File: src/rtl/uart_irq_pkg.sv
package uart_irq_pkg;

  typedef enum logic [3:0] {
    IID_NONE = 4'h1,
    IID_THRE = 4'h2,
    IID_RDA  = 4'h4,
    IID_LSR  = 4'h6,
    IID_TMO  = 4'hC
  } iid_e;

  typedef struct packed {
    logic lsr;
    logic rda;
    logic tmo;
    logic thre;
  } src_t;

endpackage

File: src/rtl/uart_irq_txempty.sv
module uart_irq_txempty #(
  parameter int LVL_W = 5,
  parameter int CB_W  = 4,
  parameter int TPB   = 16
) (
  input  logic             clk,
  input  logic             rst_n,
  input  logic             fifo_en,
  input  logic [LVL_W-1:0] tx_level,
  input  logic             baud_tick,
  input  logic [CB_W-1:0]  char_bits,
  input  logic             thr_wr,
  input  logic             iir_clr,
  output logic             pend
);

  localparam int DLY_W = CB_W + $clog2(TPB);

  logic             pend_q, pend_d;
  logic             seen2_q, seen2_d;
  logic             prev_empty_q;
  logic             fe_q;
  logic             dly_on_q, dly_on_d;
  logic [DLY_W-1:0] cnt_q, cnt_d;

  logic             tx_empty, empty_edge, fe_chg;
  logic             set_now, start_dly, fire;
  logic [DLY_W-1:0] load_val;

  assign load_val   = DLY_W'(char_bits) * DLY_W'(TPB);
  assign tx_empty   = (tx_level == '0);
  assign empty_edge = tx_empty && !prev_empty_q;
  assign fe_chg     = (fifo_en != fe_q);
  assign set_now    = tx_empty && (fe_chg || (empty_edge && (seen2_q || load_val == '0)));
  assign start_dly  = empty_edge && !seen2_q && (load_val != '0) && !fe_chg;
  assign fire       = dly_on_q && baud_tick && (cnt_q == DLY_W'(1)) && tx_empty;

  always_comb begin
    pend_d = pend_q;
    if (set_now || fire) pend_d = 1'b1;
    if (thr_wr || iir_clr) pend_d = 1'b0;
  end

  always_comb begin
    dly_on_d = dly_on_q;
    cnt_d    = cnt_q;
    if (thr_wr || !tx_empty || set_now) begin
      dly_on_d = 1'b0;
    end else if (start_dly) begin
      dly_on_d = 1'b1;
      cnt_d    = load_val;
    end else if (dly_on_q && baud_tick) begin
      if (cnt_q == DLY_W'(1)) dly_on_d = 1'b0;
      cnt_d = cnt_q - DLY_W'(1);
    end
  end

  always_comb begin
    seen2_d = seen2_q;
    if (tx_level >= LVL_W'(2)) seen2_d = 1'b1;
    else if (pend_d && !pend_q) seen2_d = 1'b0;
  end

  always_ff @(posedge clk or negedge rst_n) begin
    if (!rst_n) begin
      pend_q       <= 1'b0;
      seen2_q      <= 1'b0;
      prev_empty_q <= 1'b1;
      fe_q         <= 1'b0;
      dly_on_q     <= 1'b0;
      cnt_q        <= '0;
    end else begin
      pend_q       <= pend_d;
      seen2_q      <= seen2_d;
      prev_empty_q <= tx_empty;
      fe_q         <= fifo_en;
      dly_on_q     <= dly_on_d;
      cnt_q        <= cnt_d;
    end
  end

  assign pend = pend_q;


  wr_clears_chk: assert property (@(posedge clk) disable iff (!rst_n)
    thr_wr |=> !pend_q);

  rise_needs_empty_chk: assert property (@(posedge clk) disable iff (!rst_n)
    $rose(pend_q) |-> ($past(tx_level) == '0));

  no_delay_when_pend_chk: assert property (@(posedge clk) disable iff (!rst_n)
    (pend_q && !$past(thr_wr)) |-> !dly_on_q || !$rose(pend_q));

endmodule

File: src/rtl/uart_irq_prio.sv
module uart_irq_prio
  import uart_irq_pkg::*;
(
  input  logic clk,
  input  logic rst_n,
  input  src_t act,
  output iid_e code
);

  always_comb begin
    if (act.lsr)       code = IID_LSR;
    else if (act.rda)  code = IID_RDA;
    else if (act.tmo)  code = IID_TMO;
    else if (act.thre) code = IID_THRE;
    else               code = IID_NONE;
  end


  lsr_top_chk: assert property (@(posedge clk) disable iff (!rst_n)
    act.lsr |-> code == IID_LSR);

  idle_code_chk: assert property (@(posedge clk) disable iff (!rst_n)
    (act == '0) |-> code == IID_NONE);

endmodule

File: src/rtl/uart_irq_ident.sv
module uart_irq_ident
  import uart_irq_pkg::*;
#(
  parameter int LVL_W = 5,
  parameter int CB_W  = 4,
  parameter int TPB   = 16
) (
  input  logic             clk,
  input  logic             rst_n,
  input  logic             fifo_en,
  input  logic             ien_ls,
  input  logic             ien_rx,
  input  logic             ien_tx,
  input  logic [LVL_W-1:0] rx_level,
  input  logic [LVL_W-1:0] rx_trig,
  input  logic             line_err,
  input  logic             tmo_flag,
  input  logic [LVL_W-1:0] tx_level,
  input  logic             baud_tick,
  input  logic [CB_W-1:0]  char_bits,
  input  logic             thr_wr,
  input  logic             rbr_rd,
  input  logic             iir_rd,
  output logic             irq,
  output logic [3:0]       iid
);

  src_t act;
  iid_e code;
  logic thre_pend;
  logic iir_clr;
  logic rd_unused;

  assign rd_unused = rbr_rd;

  assign act.lsr  = fifo_en && ien_ls && line_err;
  assign act.rda  = fifo_en && ien_rx && (rx_level >= rx_trig);
  assign act.tmo  = fifo_en && ien_rx && tmo_flag;
  assign act.thre = fifo_en && ien_tx && thre_pend;

  assign iir_clr = iir_rd && (code == IID_THRE);

  uart_irq_txempty #(.LVL_W(LVL_W), .CB_W(CB_W), .TPB(TPB)) u_txe (
    .clk       (clk),
    .rst_n     (rst_n),
    .fifo_en   (fifo_en),
    .tx_level  (tx_level),
    .baud_tick (baud_tick),
    .char_bits (char_bits),
    .thr_wr    (thr_wr),
    .iir_clr   (iir_clr),
    .pend      (thre_pend)
  );

  uart_irq_prio u_prio (
    .clk   (clk),
    .rst_n (rst_n),
    .act   (act),
    .code  (code)
  );

  assign irq = |act;
  assign iid = code;


  fifo_off_quiet_chk: assert property (@(posedge clk) disable iff (!rst_n)
    !fifo_en |-> !irq);

  irq_code_agree_chk: assert property (@(posedge clk) disable iff (!rst_n)
    irq == !iid[0]);

endmodule

File: config.mk
export PLATFORM = sky130hd
export DESIGN_NAME = uart_irq_ident
export DESIGN_NICKNAME = d
export VERILOG_FILES = /design/src/rtl/uart_irq_pkg.sv /design/src/rtl/uart_irq_txempty.sv /design/src/rtl/uart_irq_prio.sv /design/src/rtl/uart_irq_ident.sv
export SDC_FILE = /design/constraint.sdc
export NUM_CORES = 1
export LEC_CHECK = 0
export BUFFER_PORTS_ARGS = -buffer_cell sky130_fd_sc_hd__buf_4
export CORE_ASPECT_RATIO = 0.9
export CORE_MARGIN = 1
export CORE_UTILIZATION = 49
export CTS_CLUSTER_SIZE = 30
export DETAILED_ROUTE_END_ITERATION = 10
export HOLD_SLACK_MARGIN = 0.05
export PLACE_DENSITY = 0.84
export SLEW_MARGIN = 20
export SYNTH_ARGS = -nofsm -noshare
export SYNTH_HDL_FRONTEND = slang
export SYNTH_HIERARCHICAL = 1
export SYNTH_SLANG_ARGS = --single-unit
File: constraint.sdc
create_clock -name clk -period 2 [get_ports clk]
set_input_delay 0.1 -clock clk [delete_from_list [all_inputs] [get_ports clk]]
set_output_delay 0.1 -clock clk [all_outputs]
set_load 0.02 [all_outputs]
After elaboration in Yosys (flattened, before gate mapping)
Cells that the tools add are included.
{"block": "classes", "add_sub_neg": 1, "n_lt_le_gt_ge": 2, "eq_ne": 3, "muxes": 14, "bitwise": 1, "reduce_logical": 39}
{"cell": "1-bit logical AND", "n": 18}
{"cell": "8-bit two-way mux", "n": 2}
{"cell": "4-bit two-way mux", "n": 3}
{"cell": "8-bit by 1-bit equality test with 1-bit output, second input constant", "n": 1}
{"cell": "8-bit zero test", "n": 1}
{"cell": "1-bit two-way mux", "n": 8}
{"cell": "8-bit nonzero test", "n": 1}
{"cell": "8-bit by 1-bit subtractor with 8-bit output, second input constant", "n": 1}
{"cell": "1-bit logical OR", "n": 6}
{"cell": "3-bit nonzero test", "n": 2}
{"cell": "5-bit by 2-bit greater-or-equal comparator with 1-bit output, second input constant", "n": 1}
{"cell": "5-bit greater-or-equal comparator", "n": 1}
{"cell": "1-bit zero test", "n": 5}
{"cell": "5-bit zero test", "n": 1}
{"cell": "4-bit by 2-bit equality test with 1-bit output, second input constant", "n": 1}
{"cell": "2-bit AND reduction", "n": 2}
{"cell": "2-bit nonzero test", "n": 2}
{"cell": "4-bit OR reduction", "n": 1}
{"cell": "2-bit two-way mux", "n": 1}
{"cell": "1-bit inequality test", "n": 1}
{"cell": "1-bit inverter", "n": 1}
{"block": "word_totals", "ff_bits": 13, "input_bits": 31, "out_inout_bits": 5, "word_cells": 66}

Logic depth before layout (Yosys ltp)
Gate-level depths: netlist (run 1).
{"block": "depth", "depth_word": 13, "depth_mapped": 10, "mapped_depth_nobuf": 10}

Modules after synthesis
The synthesis (run 1) kept the hierarchy.
{"module": "uart_irq_txempty", "instances": 1, "cells_per_inst": 83, "area_each_um2": 785.8, "seq_area_each_um2": 326.6}
{"module": "uart_irq_ident", "instances": 1, "cells_per_inst": 26, "area_each_um2": 200.2, "seq_area_each_um2": 0.0}
{"module": "uart_irq_prio", "instances": 1, "cells_per_inst": 5, "area_each_um2": 38.8, "seq_area_each_um2": 0.0}

Worst setup path before layout (run 1)
OpenSTA, ideal clock, no wires.
{"block": "synth_path", "path_kind": "input-to-reg", "from": "in rx_trig[2]", "to": "reg u_txe.seen2_q", "setup_ns": 0.124, "arrival_ns": 1.962, "required_ns": 1.876, "setup_slack_ns": -0.086, "path_stages": 10, "n_path_buf": 0, "cell_sequence": "inv_1 -> ha_1 -> a211oi_2 -> o211a_1 -> nor2_1 -> nor3b_1 -> nor2_1 -> and4b_1 -> nor3_1 -> a21oi_1"}
{"element": "start: declaration", "line_no": "uart_irq_ident.sv:15", "text": "input logic [LVL_W-1:0] rx_trig,"}
{"element": "end signal: assignment", "line_no": "uart_irq_txempty.sv:74", "text": "seen2_q <= seen2_d;"}
{"element": "end: declaration", "line_no": "uart_irq_txempty.sv:20", "text": "logic seen2_q, seen2_d;"}

==> results of run 1 <==
stage by stage:
step / util / cells / setup TNS, ns / hold WS (ns)
floorplan: - / 114 / 0 / -0.196
global placement: 0.706 / 179 / 0 / -0.0473
detailed placement: 0.706 / 179 / -0.0411 / -0.0451
CTS: 0.735 / 186 / 0 / 0.0905
global route: 0.735 / 186 / 0 / 0.0956
finish: 0.735 / 186 / 0 / 0.0937
flip-flops by register name (all words and copies together) (netlist names):
register            flops
u_txe/pend              1
u_txe/dly_on_q          1
u_txe/fe_q              1
u_txe/cnt_q             8
u_txe/seen2_q           1
u_txe/prev_empty_q      1
routing by layer:
metal / GRT usage / vias up
met5: 0 / -
met4: 0.0571 / 0
met3: 0.0600 / 2
met2: 0.480 / 15
met1: 0.300 / 494
li1: - / 519
cells by family (layout without fill, tap and decap cells):
kind of cell | after synthesis | after routing
AO/OA/AOI/OAI | 32 | 32
AND/OR/NAND/NOR | 52 | 52
XOR/XNOR | 1 | 1
flip-flops | 13 | 13
buffers and inverters | 9 | 56
adder cells (fa/ha/maj) | 7 | 7
final cells by class:
type | instances | area (µm²) | share of cell area
clock buffers | 4 | 26.3 | 0.0185
repair buffers | 45 | 345 | 0.243
well taps | 25 | 31.3 | 0.0220
multi-input cells | 92 | 666 | 0.468
inverters | 7 | 26.3 | 0.0185
flip-flops and latches | 13 | 327 | 0.230
tightest hold or removal path: cells and delay by family:
| family | cells | cell delay [ns] |
|---|---|---|
| buffers and inverters | 1 | 0.09 |
| AOI/OAI and AO/OA | 2 | 0.15 |
path summary, 6_finish.rpt:
| kind | from | end | slack (ns) | cells past startpoint |
|---|---|---|---|---|
| min reg2reg | u_txe/cnt_q[4]$_DFFE_PN0P_ | u_txe/cnt_q[4]$_DFFE_PN0P_ | 0.53 | 2 |
| max reg2reg | u_txe/cnt_q[3]$_DFFE_PN0P_ | u_txe/seen2_q$_DFFE_PN0P_ | 0.25 | 5 |
| min in group asynchronous | rst_n | u_txe/cnt_q[3]$_DFFE_PN0P_ | 0.20 | 2 |
| min | char_bits[3] | u_txe/cnt_q[7]$_DFFE_PN0P_ | 0.09 | 3 |
| max in group asynchronous | rst_n | u_txe/prev_empty_q$_DFF_PN1_ | 1.57 | 2 |
| max | fifo_en | iid[0] | 0.15 | 7 |
power groups by stage:
| stage | Sequential, mW | Combinational [mW] | Clock [mW] |
|---|---|---|---|
| after floorplan | 0.273 | 0.0669 | 0 |
| after global placement | 0.274 | 0.151 | 0 |
| after detailed placement | 0.274 | 0.157 | 0 |
| after CTS | 0.269 | 0.162 | 0.173 |
| after global routing | 0.270 | 0.176 | 0.178 |
| final | 0.269 | 0.161 | 0.165 |
layout by cell type, fill, tap and decap left out, types with 5 or more instances in the layout:
cell type,netlist,routed
sky130_fd_sc_hd__dfrtp_1,12,12
sky130_fd_sc_hd__o21ai_1,6,6
sky130_fd_sc_hd__buf_4,0,42
sky130_fd_sc_hd__inv_1,7,7
sky130_fd_sc_hd__ha_1,7,7
sky130_fd_sc_hd__nor2_1,12,12
sky130_fd_sc_hd__nand2_1,7,7
sky130_fd_sc_hd__nor3_1,5,5
sky130_fd_sc_hd__a21oi_1,8,8
==> impl_metrics.csv, run 1 <==
group,metric,value,unit
run_status,run_status,"finished, final reports clean",
power_and_ir_drop,clock_power_share,0.277,
worst_setup_path,cp_num_buf_inv,4,
clock_tree,cts_resized,0,
place,placement.io_buffers,34,
worst_setup_path,path_cells,"dlygate4sd3_1 -> buf_4 -> and3_1 -> or3_4 -> nor2_4 -> buf_4 -> buf_4",
place,global_placer_s_final_weighted_congestion,0.821,
sta,fin_worst_skew,0.00257,ns
detailed_routing,met2RoutedLength,1.32,mm
power_and_ir_drop,comb_power_share,0.271,
clock_tree,tritoncts,"done",
worst_setup_path,master_of_the_slowest_instance_on_the_critical_path,"sky130_fd_sc_hd__dlygate4sd3_1",
global_routing,gr-usage-all-layers,0.257,
power_and_ir_drop,cellLeakagePower,0.658,nW
worst_setup_path,timing.critical_path.mode_cell,"sky130_fd_sc_hd__buf_4",
detailed_routing,wirelength,2.54,mm
global_routing,antenna_found_initial,0,
layout,post_route_cells_drive_above_1_share,0.360,
sta,timing.final.hold_violations,0,
worst_setup_path,classification_of_the_worst_setup_path,"input pin to output pin",
logic_synthesis,synth_fa_ha_area_frac,0.0855,
power_and_ir_drop,intPower,0.433,mW
power_and_ir_drop,power.total,0.595,mW
layout,layout.filler_cells,146,
clock_tree,level_count_of_the_clock_h_tree,1,
sta,max_slew_headroom_at_the_worst_pin,0.722,
detailed_routing,dr.first_iter.drc_count,22,
layout,finish.net_count,200,
global_routing,first_global_vias,1048,
clock_tree,clkLatencyLatePin,0.28,ns
global_routing,grt.overflow.total,0,
sta,worst_tran_pin_value,0.412,ns
logic_synthesis,syn_nets,152,
floorplan,initial_utilization,0.530,
logic_synthesis,yosys_most_used_dff,"sky130_fd_sc_hd__dfrtp_1",
sta,rsz0062_at_grt,"no",
power_and_ir_drop,netSwitchingFraction,0.273,
detailed_routing,wl_met1,1.13,mm
worst_setup_path,worst_ep_required_time,1.90,ns
sta,max_freq,0.540,GHz
logic_synthesis,mux_contribution_to_synthesized_area,0,
sta,period_share,0.926,
clock_tree,cts_max_path_buffers,2,
sta,finalMaxSlewViolations,0,
min_path,worst_hold_path_type,"input pin to flip-flop",
power_and_ir_drop,power_density,419,mW/mm²
logic_synthesis,yosysUniqueCellTypes,43,
global_routing,grt_first_pass_wirelength,4.36,mm
worst_setup_path,timing.critical_path.max_delay_family,"buffers and inverters",
logic_synthesis,async_s_r_ff_share_synth,1.00,
logic_synthesis,post_synth_most_frequent_cells,"sky130_fd_sc_hd__dfrtp_1, sky130_fd_sc_hd__nor2_1, sky130_fd_sc_hd__a21oi_1",
logic_synthesis,synth-seq-area-share,0.319,
floorplan,die_height,45.4,µm
sta,setup_slack,0.148,ns
layout,insertedDiodeCount,0,
detailed_routing,wire_per_inst,13.6,µm
clock_tree,post_cts_buffers,0,
layout,syn_to_layout_area_delta,38.7,%
power_and_ir_drop,seq_power_share,0.452,
logic_synthesis,synth-simple-area-share,0.325,
place,place_worst_setup_slack,-0.0411,ns
floorplan,fp.dieArea,0.00228,mm²
detailed_routing,drt_pre_antenna_iters,4,
clock_tree,cts.sink_count,13,
global_routing,grt_start_max_net_pins,16,
detailed_routing,vias_per_inst,5.54,
detailed_routing,drc_errors,0,
detailed_routing,highest_layer,"met4",
detailed_routing,detailroute.via_count,1030,
power_and_ir_drop,ir_worst_vdd,0.000350,V
clock_tree,cts_buffer_count,3,
logic_synthesis,synth_xor_area_frac,0.00855,
logic_synthesis,synth-compound-area-share,0.221,
logic_synthesis,post_synth_main_area_contributors,"sky130_fd_sc_hd__dfrtp_1, sky130_fd_sc_hd__ha_1, sky130_fd_sc_hd__nor2_1, sky130_fd_sc_hd__nor4_4, sky130_fd_sc_hd__a21oi_1",
logic_synthesis,synth_cells,114,
clock_tree,cts_root_cell,"sky130_fd_sc_hd__clkbuf_4",
logic_synthesis,synth_warn,6,
run,cap_viol_max_count,0,
logic_synthesis,synth-edff-count,0,
logic_synthesis,netlist.top_cell.by_area,"sky130_fd_sc_hd__dfrtp_1",
worst_setup_path,critical_path_peak_fanout,7,
worst_setup_path,worst-endpoint-arrival,1.75,ns
logic_synthesis,synth_largest_type_area_fraction,0.293,
clock_tree,clkTransAtPathRegs,0.08,ns
logic_synthesis,syn-mean-instance-area,8.99,µm²
worst_setup_path,critical-path-max-stage-delay,0.54,ns
place,dp_hpwl,2.01,mm
logic_synthesis,synth_top_family_by_area,"simple AND/OR/NAND/NOR gates",
worst_setup_path,start_kind,"input pin",
floorplan,i_o_pin_cnt,36,
sta,final-setup-viol-count,0,
layout,post-route-cell-area,0.00142,mm²
detailed_routing,met3_length,68,µm
clock_tree,cts_hold_repair.buffers,3,
detailed_routing,ant_nets,0,
logic_synthesis,synth.cell_area,0.00102,mm²
sta,finalCriticalPeriod,1.85,ns
worst_setup_path,cp-end-kind,"output pin",
place,dpl-instance-area,0.00137,mm²
logic_synthesis,postSynthRegisterBits,13,
floorplan,number_of_placement_rows,15,
floorplan,fp.dieW,50.2,µm
power_and_ir_drop,total_switching_power,0.163,mW
floorplan,core_area,0.00193,mm²
(Power assumes the default switching activity.)
==> run 2, diff against run 1 <==
==> constraint.sdc (replaced) <==
create_clock -name clk -period 2 [get_ports clk]
set_input_delay 0.2 -clock clk [delete_from_list [all_inputs] [get_ports clk]]
set_output_delay 0.2 -clock clk [all_outputs]
set_load 0.02 [all_outputs]
==> run 2 against run 1 <==
Effect of this change:
- critical path depth grew 2
- core utilization rose by 0.52 points
- power up 0.88%
- hold slack got worse by 0.014 ns
- register-to-register slack worse by 0.06 ns
- wire length increased by 5.0%
- flip-flop and latch count did not move
- clock skew increased by 0.0035 ns
- clock power is essentially flat
- via count increased by 2.4%
- global-route usage grew 0.84 points
- non-clock buffer count down 2
==> impl_metrics.csv, run 2 (synthesis results as in run 1) <==
group,metric,value,unit
sta,timing.final.hold_violations,0,
clock_tree,cts_max_path_buffers,2,
global_routing,antenna_found_initial,0,
worst_setup_path,worst_setup_path_endpoint,"iid[0]",
detailed_routing,vias_per_inst,5.73,
sta,finalCriticalPeriod,1.83,ns
clock_tree,post_cts_buffers,0,
clock_tree,tritoncts,"done",
layout,max_flop_register,"u_txe/cnt_q",
global_routing,grt_start_max_net_pins,16,
place,place_worst_setup_slack,-0.0551,ns
worst_setup_path,start_kind,"input pin",
layout,post_route_cells_drive_above_1_share,0.396,
floorplan,initial_utilization,0.530,
floorplan,fp.dieW,50.2,µm
power_and_ir_drop,comb_power_share,0.273,
global_routing,grt.overflow.total,0,
layout,most_common_library_cell_in_the_layout_ignoring_fill_and_taps,"sky130_fd_sc_hd__buf_4",
layout,post-route-cell-area,0.00143,mm²
layout,insertedDiodeCount,0,
clock_tree,cts_buffer_count,3,
place,global_placer_s_final_weighted_congestion,0.840,
sta,rsz0062_at_grt,"no",
place,placement.io_buffers,34,
sta,max_freq,0.547,GHz
layout,most-common-layout-cells,"sky130_fd_sc_hd__buf_4, sky130_fd_sc_hd__dfrtp_1, sky130_fd_sc_hd__nor2_1",
worst_setup_path,reg2reg_to,"u_txe/seen2_q$_DFFE_PN0P_",
clock_tree,level_count_of_the_clock_h_tree,1,
floorplan,die_height,45.4,µm
worst_setup_path,worst_r2r_startpoint,"u_txe/cnt_q[2]$_DFFE_PN0P_",
clock_tree,clkLatencyLatePin,0.28,ns
sta,finalMaxSlewViolations,0,
worst_setup_path,worst-endpoint-arrival,1.63,ns
global_routing,first_global_vias,1035,
clock_tree,cts.sink_count,13,
layout,finish.net_count,198,
sta,setup_slack,0.171,ns
clock_tree,cts_resized,0,
worst_setup_path,cp-end-kind,"output pin",
floorplan,fp.dieArea,0.00228,mm²
power_and_ir_drop,netSwitchingFraction,0.279,
layout,layout.filler_cells,139,
power_and_ir_drop,ir_worst_vdd,0.000322,V
clock_tree,cts_hold_repair.buffers,1,
layout,layout.area.seq,327,µm²
global_routing,grt_first_pass_wirelength,4.47,mm
layout,multiInputGateArea,693,µm²
power_and_ir_drop,power_density,420,mW/mm²
power_and_ir_drop,cellLeakagePower,0.646,nW
detailed_routing,ant_nets,0,
detailed_routing,wirelength,2.67,mm
detailed_routing,drt_pre_antenna_iters,4,
clock_tree,clkTransAtPathRegs,0.09,ns
power_and_ir_drop,clock_power_share,0.279,
detailed_routing,dr.first_iter.drc_count,25,
sta,period_share,0.914,
worst_setup_path,worst_ep_required_time,1.80,ns
worst_setup_path,classification_of_the_worst_setup_path,"input pin to output pin",
floorplan,core_area,0.00193,mm²
worst_setup_path,r2r_slack,0.19,ns
place,dp_hpwl,2.16,mm
place,dpl-instance-area,0.00140,mm²
sta,fin_worst_skew,0.00611,ns
power_and_ir_drop,seq_power_share,0.448,
sta,worst_tran_pin_value,0.535,ns
sta,final-setup-viol-count,0,
run,cap_viol_max_count,0,
global_routing,gr-usage-all-layers,0.265,
floorplan,number_of_placement_rows,15,
power_and_ir_drop,total_switching_power,0.167,mW
worst_setup_path,critical_path.startpoint,"rx_trig[3]",
run_status,run_status,"finished, final reports clean",
power_and_ir_drop,intPower,0.433,mW
detailed_routing,drc_errors,0,
layout,largest_register_ff_count,8,
sta,max_slew_headroom_at_the_worst_pin,0.642,
detailed_routing,detailroute.via_count,1055,
clock_tree,cts_root_cell,"sky130_fd_sc_hd__clkbuf_4",
worst_setup_path,timing.reg2reg.worst_path_depth,5,
min_path,worst_hold_path_type,"input pin to flip-flop",
layout,syn_to_layout_area_delta,39.7,%
floorplan,i_o_pin_cnt,36,
sta,fin_setup_tns,0,ns
worst_setup_path,critical_path_peak_fanout,3,
detailed_routing,wire_per_inst,14.5,µm
==> run 2: changes by cell type in the layout (fill, tap and decap cells not counted), sizes merged <==
| cell | delta |
|---|---|
| dlygate4sd3 | -2 |
==> run 2: worst min-delay path by stage <==
| stage | start | cells after the start | slack [ns] | end |
|---|---|---|---|---|
| 2_1_floorplan | rst_n | 0 | -0.1 | u_txe/cnt_q[0]$_DFFE_PN0P_ |
| 3_3_place_gp | rst_n | 1 | 0.05 | u_txe/cnt_q[4]$_DFFE_PN0P_ |
| 3_5_place_dp | rst_n | 1 | 0.06 | u_txe/cnt_q[4]$_DFFE_PN0P_ |
| 4_1_cts | fifo_en | 1 | 0.07 | u_txe/fe_q$_DFF_PN0_ |
| 5_1_grt | fifo_en | 1 | 0.07 | u_txe/fe_q$_DFF_PN0_ |
| 6_report | fifo_en | 1 | 0.08 | u_txe/fe_q$_DFF_PN0_ |
==> run 2: routing by layer <==
metal | up-vias | track usage | wire length [µm]
met4 | 0 | 0.109 | 51
met2 | 29 | 0.475 | 1340
met1 | 498 | 0.310 | 1180
li1 | 520 | - | -
met5 | - | 0 | 0
met3 | 8 | 0.0600 | 91
==> run 2: metrics by stage <==
stage               power, mW   util  instances  hold WS [ns]
CTS                     0.608  0.740        184        0.0709
global route            0.629  0.740        184        0.0735
finish                  0.601  0.740        184        0.0798
floorplan               0.346      -        114       -0.0956
global placement        0.429  0.722        179        0.0528
detailed placement      0.437  0.722        179        0.0576
==> run 2: area by class of cell <==
class                      instances  share of cell area
clock buffer                       4              0.0184
inverter                           7              0.0201
multi-input combinational         92               0.484
sequential                        13               0.228
tap                               25              0.0219
timing repair buffer              43               0.227
==> run 2: critical path: stages <==
cell and delay, ns:
sky130_fd_sc_hd__buf_4 0.12, sky130_fd_sc_hd__inv_4 0.05, sky130_fd_sc_hd__ha_4 0.19, sky130_fd_sc_hd__o21a_1 0.18
sky130_fd_sc_hd__o211ai_2 0.19, sky130_fd_sc_hd__nor2_2 0.07, sky130_fd_sc_hd__or3_4 0.36, sky130_fd_sc_hd__nor2_4 0.11
sky130_fd_sc_hd__buf_4 0.14
==> run 2: power by group through the flow <==
| stage | logic (mW) | registers (mW) | clock network, mW |
|---|---|---|---|
| after CTS | 0.165 | 0.269 | 0.174 |
| after global routing | 0.179 | 0.270 | 0.181 |
| after floorplan | 0.0725 | 0.273 | 0 |
| final | 0.164 | 0.269 | 0.168 |
| after detailed placement | 0.163 | 0.274 | 0 |
| after global placement | 0.155 | 0.274 | 0 |
==> run 3, diff against run 2 <==
- ABC_AREA: default -> 1
- CORE_ASPECT_RATIO: 0.9 -> default
- CORE_UTILIZATION: 49 -> 51
==> run 3 against run 2 <==
Effect of this change:
- design area rose by 7.6%
- critical endpoint unchanged
- hold slack better by 0.081 ns
- highest routed layer unchanged
- power fell by 3.1%
- die area increased by 13%
- sequential power barely moved
- critical path depth grew 1
==> impl_metrics.csv, run 3 <==
group,metric,value,unit
run_status,run_status,"finished, final reports clean",
sta,period_share,0.897,
layout,insertedDiodeCount,0,
worst_setup_path,worst_r2r_startpoint,"u_txe/fe_q$_DFF_PN0_",
layout,max_flop_register,"u_txe/cnt_q",
logic_synthesis,yosys_most_used_dff,"sky130_fd_sc_hd__dfrtp_1",
layout,syn_to_layout_area_delta,27.3,%
global_routing,grt_start_max_net_pins,14,
worst_setup_path,timing.reg2reg.worst_path_depth,10,
logic_synthesis,synth.cell_area,0.00121,mm²
global_routing,antenna_found_initial,0,
logic_synthesis,synth-seq-area-share,0.270,
power_and_ir_drop,power_density,378,mW/mm²
run,cap_viol_max_count,0,
sta,fin_setup_tns,0,ns
worst_setup_path,r2r_slack,0.52,ns
place,dp_hpwl,2.20,mm
sta,finalMaxSlewViolations,0,
detailed_routing,detailroute.via_count,1259,
logic_synthesis,synth_largest_type_area_fraction,0.248,
logic_synthesis,yosysUniqueCellTypes,26,
detailed_routing,ant_nets,0,
logic_synthesis,postSynthRegisterBits,13,
place,placement.io_buffers,34,
sta,worst_tran_pin_value,0.238,ns
sta,timing.final.hold_violations,0,
clock_tree,cts.sink_count,13,
clock_tree,cts_buffer_count,3,
floorplan,i_o_pin_cnt,36,
sta,max_freq,0.558,GHz
worst_setup_path,critical_path_peak_fanout,6,
layout,finish.net_count,260,
detailed_routing,drc_errors,0,
detailed_routing,met2RoutedLength,1.44,mm
clock_tree,clkLatencyLatePin,0.29,ns
min_path,worst_hold_path_type,"input pin to flip-flop",
logic_synthesis,most_frequently_used_cell_type_in_the_post_synthesis_netlist,"sky130_fd_sc_hd__nand2_1",
worst_setup_path,cp-end-kind,"output pin",
detailed_routing,dr.first_iter.drc_count,20,
worst_setup_path,worst_setup_path_endpoint,"iid[0]",
layout,post_route_cells_drive_above_1_share,0.294,
detailed_routing,wirelength,2.71,mm
floorplan,die_height,50.7,µm
global_routing,gr-usage-all-layers,0.229,
sta,finalCriticalPeriod,1.79,ns
layout,most_common_library_cell_in_the_layout_ignoring_fill_and_taps,"sky130_fd_sc_hd__nand2_1",
sta,max_slew_headroom_at_the_worst_pin,0.840,
logic_synthesis,syn-mean-instance-area,6.65,µm²
worst_setup_path,classification_of_the_worst_setup_path,"input pin to output pin",
logic_synthesis,post_synth_most_frequent_cells,"sky130_fd_sc_hd__nand2_1, sky130_fd_sc_hd__inv_1, sky130_fd_sc_hd__nor2_1, sky130_fd_sc_hd__dfrtp_1, sky130_fd_sc_hd__nand3_1",
clock_tree,level_count_of_the_clock_h_tree,1,
detailed_routing,drt_pre_antenna_iters,4,
detailed_routing,wire_per_inst,10.9,µm
place,global_placer_s_final_weighted_congestion,0.791,
worst_setup_path,worst_ep_required_time,1.80,ns
floorplan,fp.dieArea,0.00257,mm²
sta,rsz0062_at_grt,"no",
detailed_routing,highest_layer,"met4",
sta,fin_worst_skew,0.00863,ns
worst_setup_path,start_kind,"input pin",
layout,layout.filler_cells,191,
clock_tree,clkTransAtPathRegs,0.09,ns
layout,most-common-layout-cells,"sky130_fd_sc_hd__nand2_1, sky130_fd_sc_hd__buf_4, sky130_fd_sc_hd__inv_1",
clock_tree,cts_root_cell,"sky130_fd_sc_hd__clkbuf_4",
layout,stdcell_count,249,
logic_synthesis,synth_warn,6,
global_routing,grt_first_pass_wirelength,4.40,mm
worst_setup_path,reg2reg_to,"u_txe/cnt_q[1]$_DFFE_PN0P_",
detailed_routing,met3_length,91,µm
clock_tree,cts_resized,0,
clock_tree,cts_max_path_buffers,2,
logic_synthesis,synth_cells,182,
logic_synthesis,syn_nets,220,
floorplan,fp.dieW,50.7,µm
floorplan,initial_utilization,0.542,
sta,final-setup-viol-count,0,
power_and_ir_drop,ir_worst_vdd,0.000389,V
logic_synthesis,post_synth_main_area_contributors,"sky130_fd_sc_hd__dfrtp_1, sky130_fd_sc_hd__nand2_1, sky130_fd_sc_hd__inv_1, sky130_fd_sc_hd__ha_1, sky130_fd_sc_hd__nor2_1",
logic_synthesis,async_s_r_ff_share_synth,1.00,
detailed_routing,vias_per_inst,5.06,
worst_setup_path,critical_path.startpoint,"fifo_en",
logic_synthesis,netlist.top_cell.by_area,"sky130_fd_sc_hd__dfrtp_1",
logic_synthesis,synth-edff-count,0,
floorplan,number_of_placement_rows,17,
worst_setup_path,worst-endpoint-arrival,1.59,ns
floorplan,core_area,0.00223,mm²
clock_tree,tritoncts,"done",
global_routing,first_global_vias,1133,
detailed_routing,wl_met1,1.13,mm
global_routing,grt.overflow.total,0,
layout,largest_register_ff_count,8,
place,placed_cells,243,
power_and_ir_drop,cellLeakagePower,0.913,nW
[run 3: cell count changes after synthesis, sizes merged, moves of 3 or more]
cell,previous run,this run
a21oi,9,2
inv,7,35
nand2,7,66
nand3,2,12
nand4,0,6
nor2,13,22
nor2b,3,0
nor3,5,1
nor4,5,0
o31ai,4,0
or3,4,0
xor2,1,4
[run 3: worst max-delay path: stages]
cell                            delay [ns]
sky130_fd_sc_hd__dlygate4sd3_1        0.54
sky130_fd_sc_hd__buf_4                0.16
sky130_fd_sc_hd__nand2_1              0.08
sky130_fd_sc_hd__inv_2                0.04
sky130_fd_sc_hd__nand2_1              0.07
sky130_fd_sc_hd__inv_1                0.04
sky130_fd_sc_hd__inv_1                0.11
sky130_fd_sc_hd__nand2_2              0.09
sky130_fd_sc_hd__nor2_2               0.11
sky130_fd_sc_hd__buf_4                0.15
[run 3: how the worst min path moves through the flow]
| stage | start | end | slack, ns | cells after the start |
|---|---|---|---|---|
| final | thr_wr | u_txe/pend$_DFF_PN0_ | 0.16 | 3 |
| after global routing | thr_wr | u_txe/pend$_DFF_PN0_ | 0.17 | 3 |
| after CTS | fifo_en | u_txe/fe_q$_DFF_PN0_ | 0.05 | 1 |
| after detailed placement | rst_n | u_txe/cnt_q[2]$_DFFE_PN0P_ | 0.05 | 1 |
| after global placement | rst_n | u_txe/cnt_q[2]$_DFFE_PN0P_ | 0.05 | 1 |
| after floorplan | rst_n | u_txe/cnt_q[0]$_DFFE_PN0P_ | -0.1 | 0 |
[run 3: through the flow]
step	hold WS [ns]	worst slack [ns]	total power, mW	utilization	area [µm²]
after global routing	0.170	0.148	0.611	0.690	1540
after floorplan	-0.0956	0.177	0.335	-	1210
final	0.161	0.207	0.582	0.690	1540
after detailed placement	0.0549	0.0838	0.410	0.669	1490
after global placement	0.0545	0.221	0.403	0.669	1490
after CTS	0.0524	0.307	0.581	0.685	1530
[run 3: per-layer routing]
layer  vias up  GRT usage
met2        34      0.440
met1       583      0.247
li1        637          -
met4         0     0.0972
met3         5     0.0273
met5         -          0
[run 3: timing repair]
action	in CTS	in global routing
setup buffers	0	0
hold endpoints to repair	13	1
hold buffers	1	1
[run 3: cell type report]
type	instances	area, µm²	area share
Multi-Input combinational cell	132	741	0.481
Sequential cell	13	327	0.212
Timing Repair Buffer	36	275	0.179
Inverter	36	136	0.0885
Tap cell	28	35.0	0.0227
Clock buffer	4	26.3	0.0171
[run 3: kinds of logic (layout without fill, tap and decap cells)]
kind of cell    Yosys count  count (layout)  share of synthesized area
simple gates            111             111                      0.448
xor+xnor                  4               4                     0.0290
buf+inv                  37              76                      0.122
fa+ha+maj                 7               7                     0.0724
compound gates           10              10                     0.0589
flops                    13              13                      0.270
[run 3: power breakdown]
part,internal [mW],switching [mW]
clock,0.0777,0.0963
sequential,0.265,0.00107
combinational,0.0713,0.0709
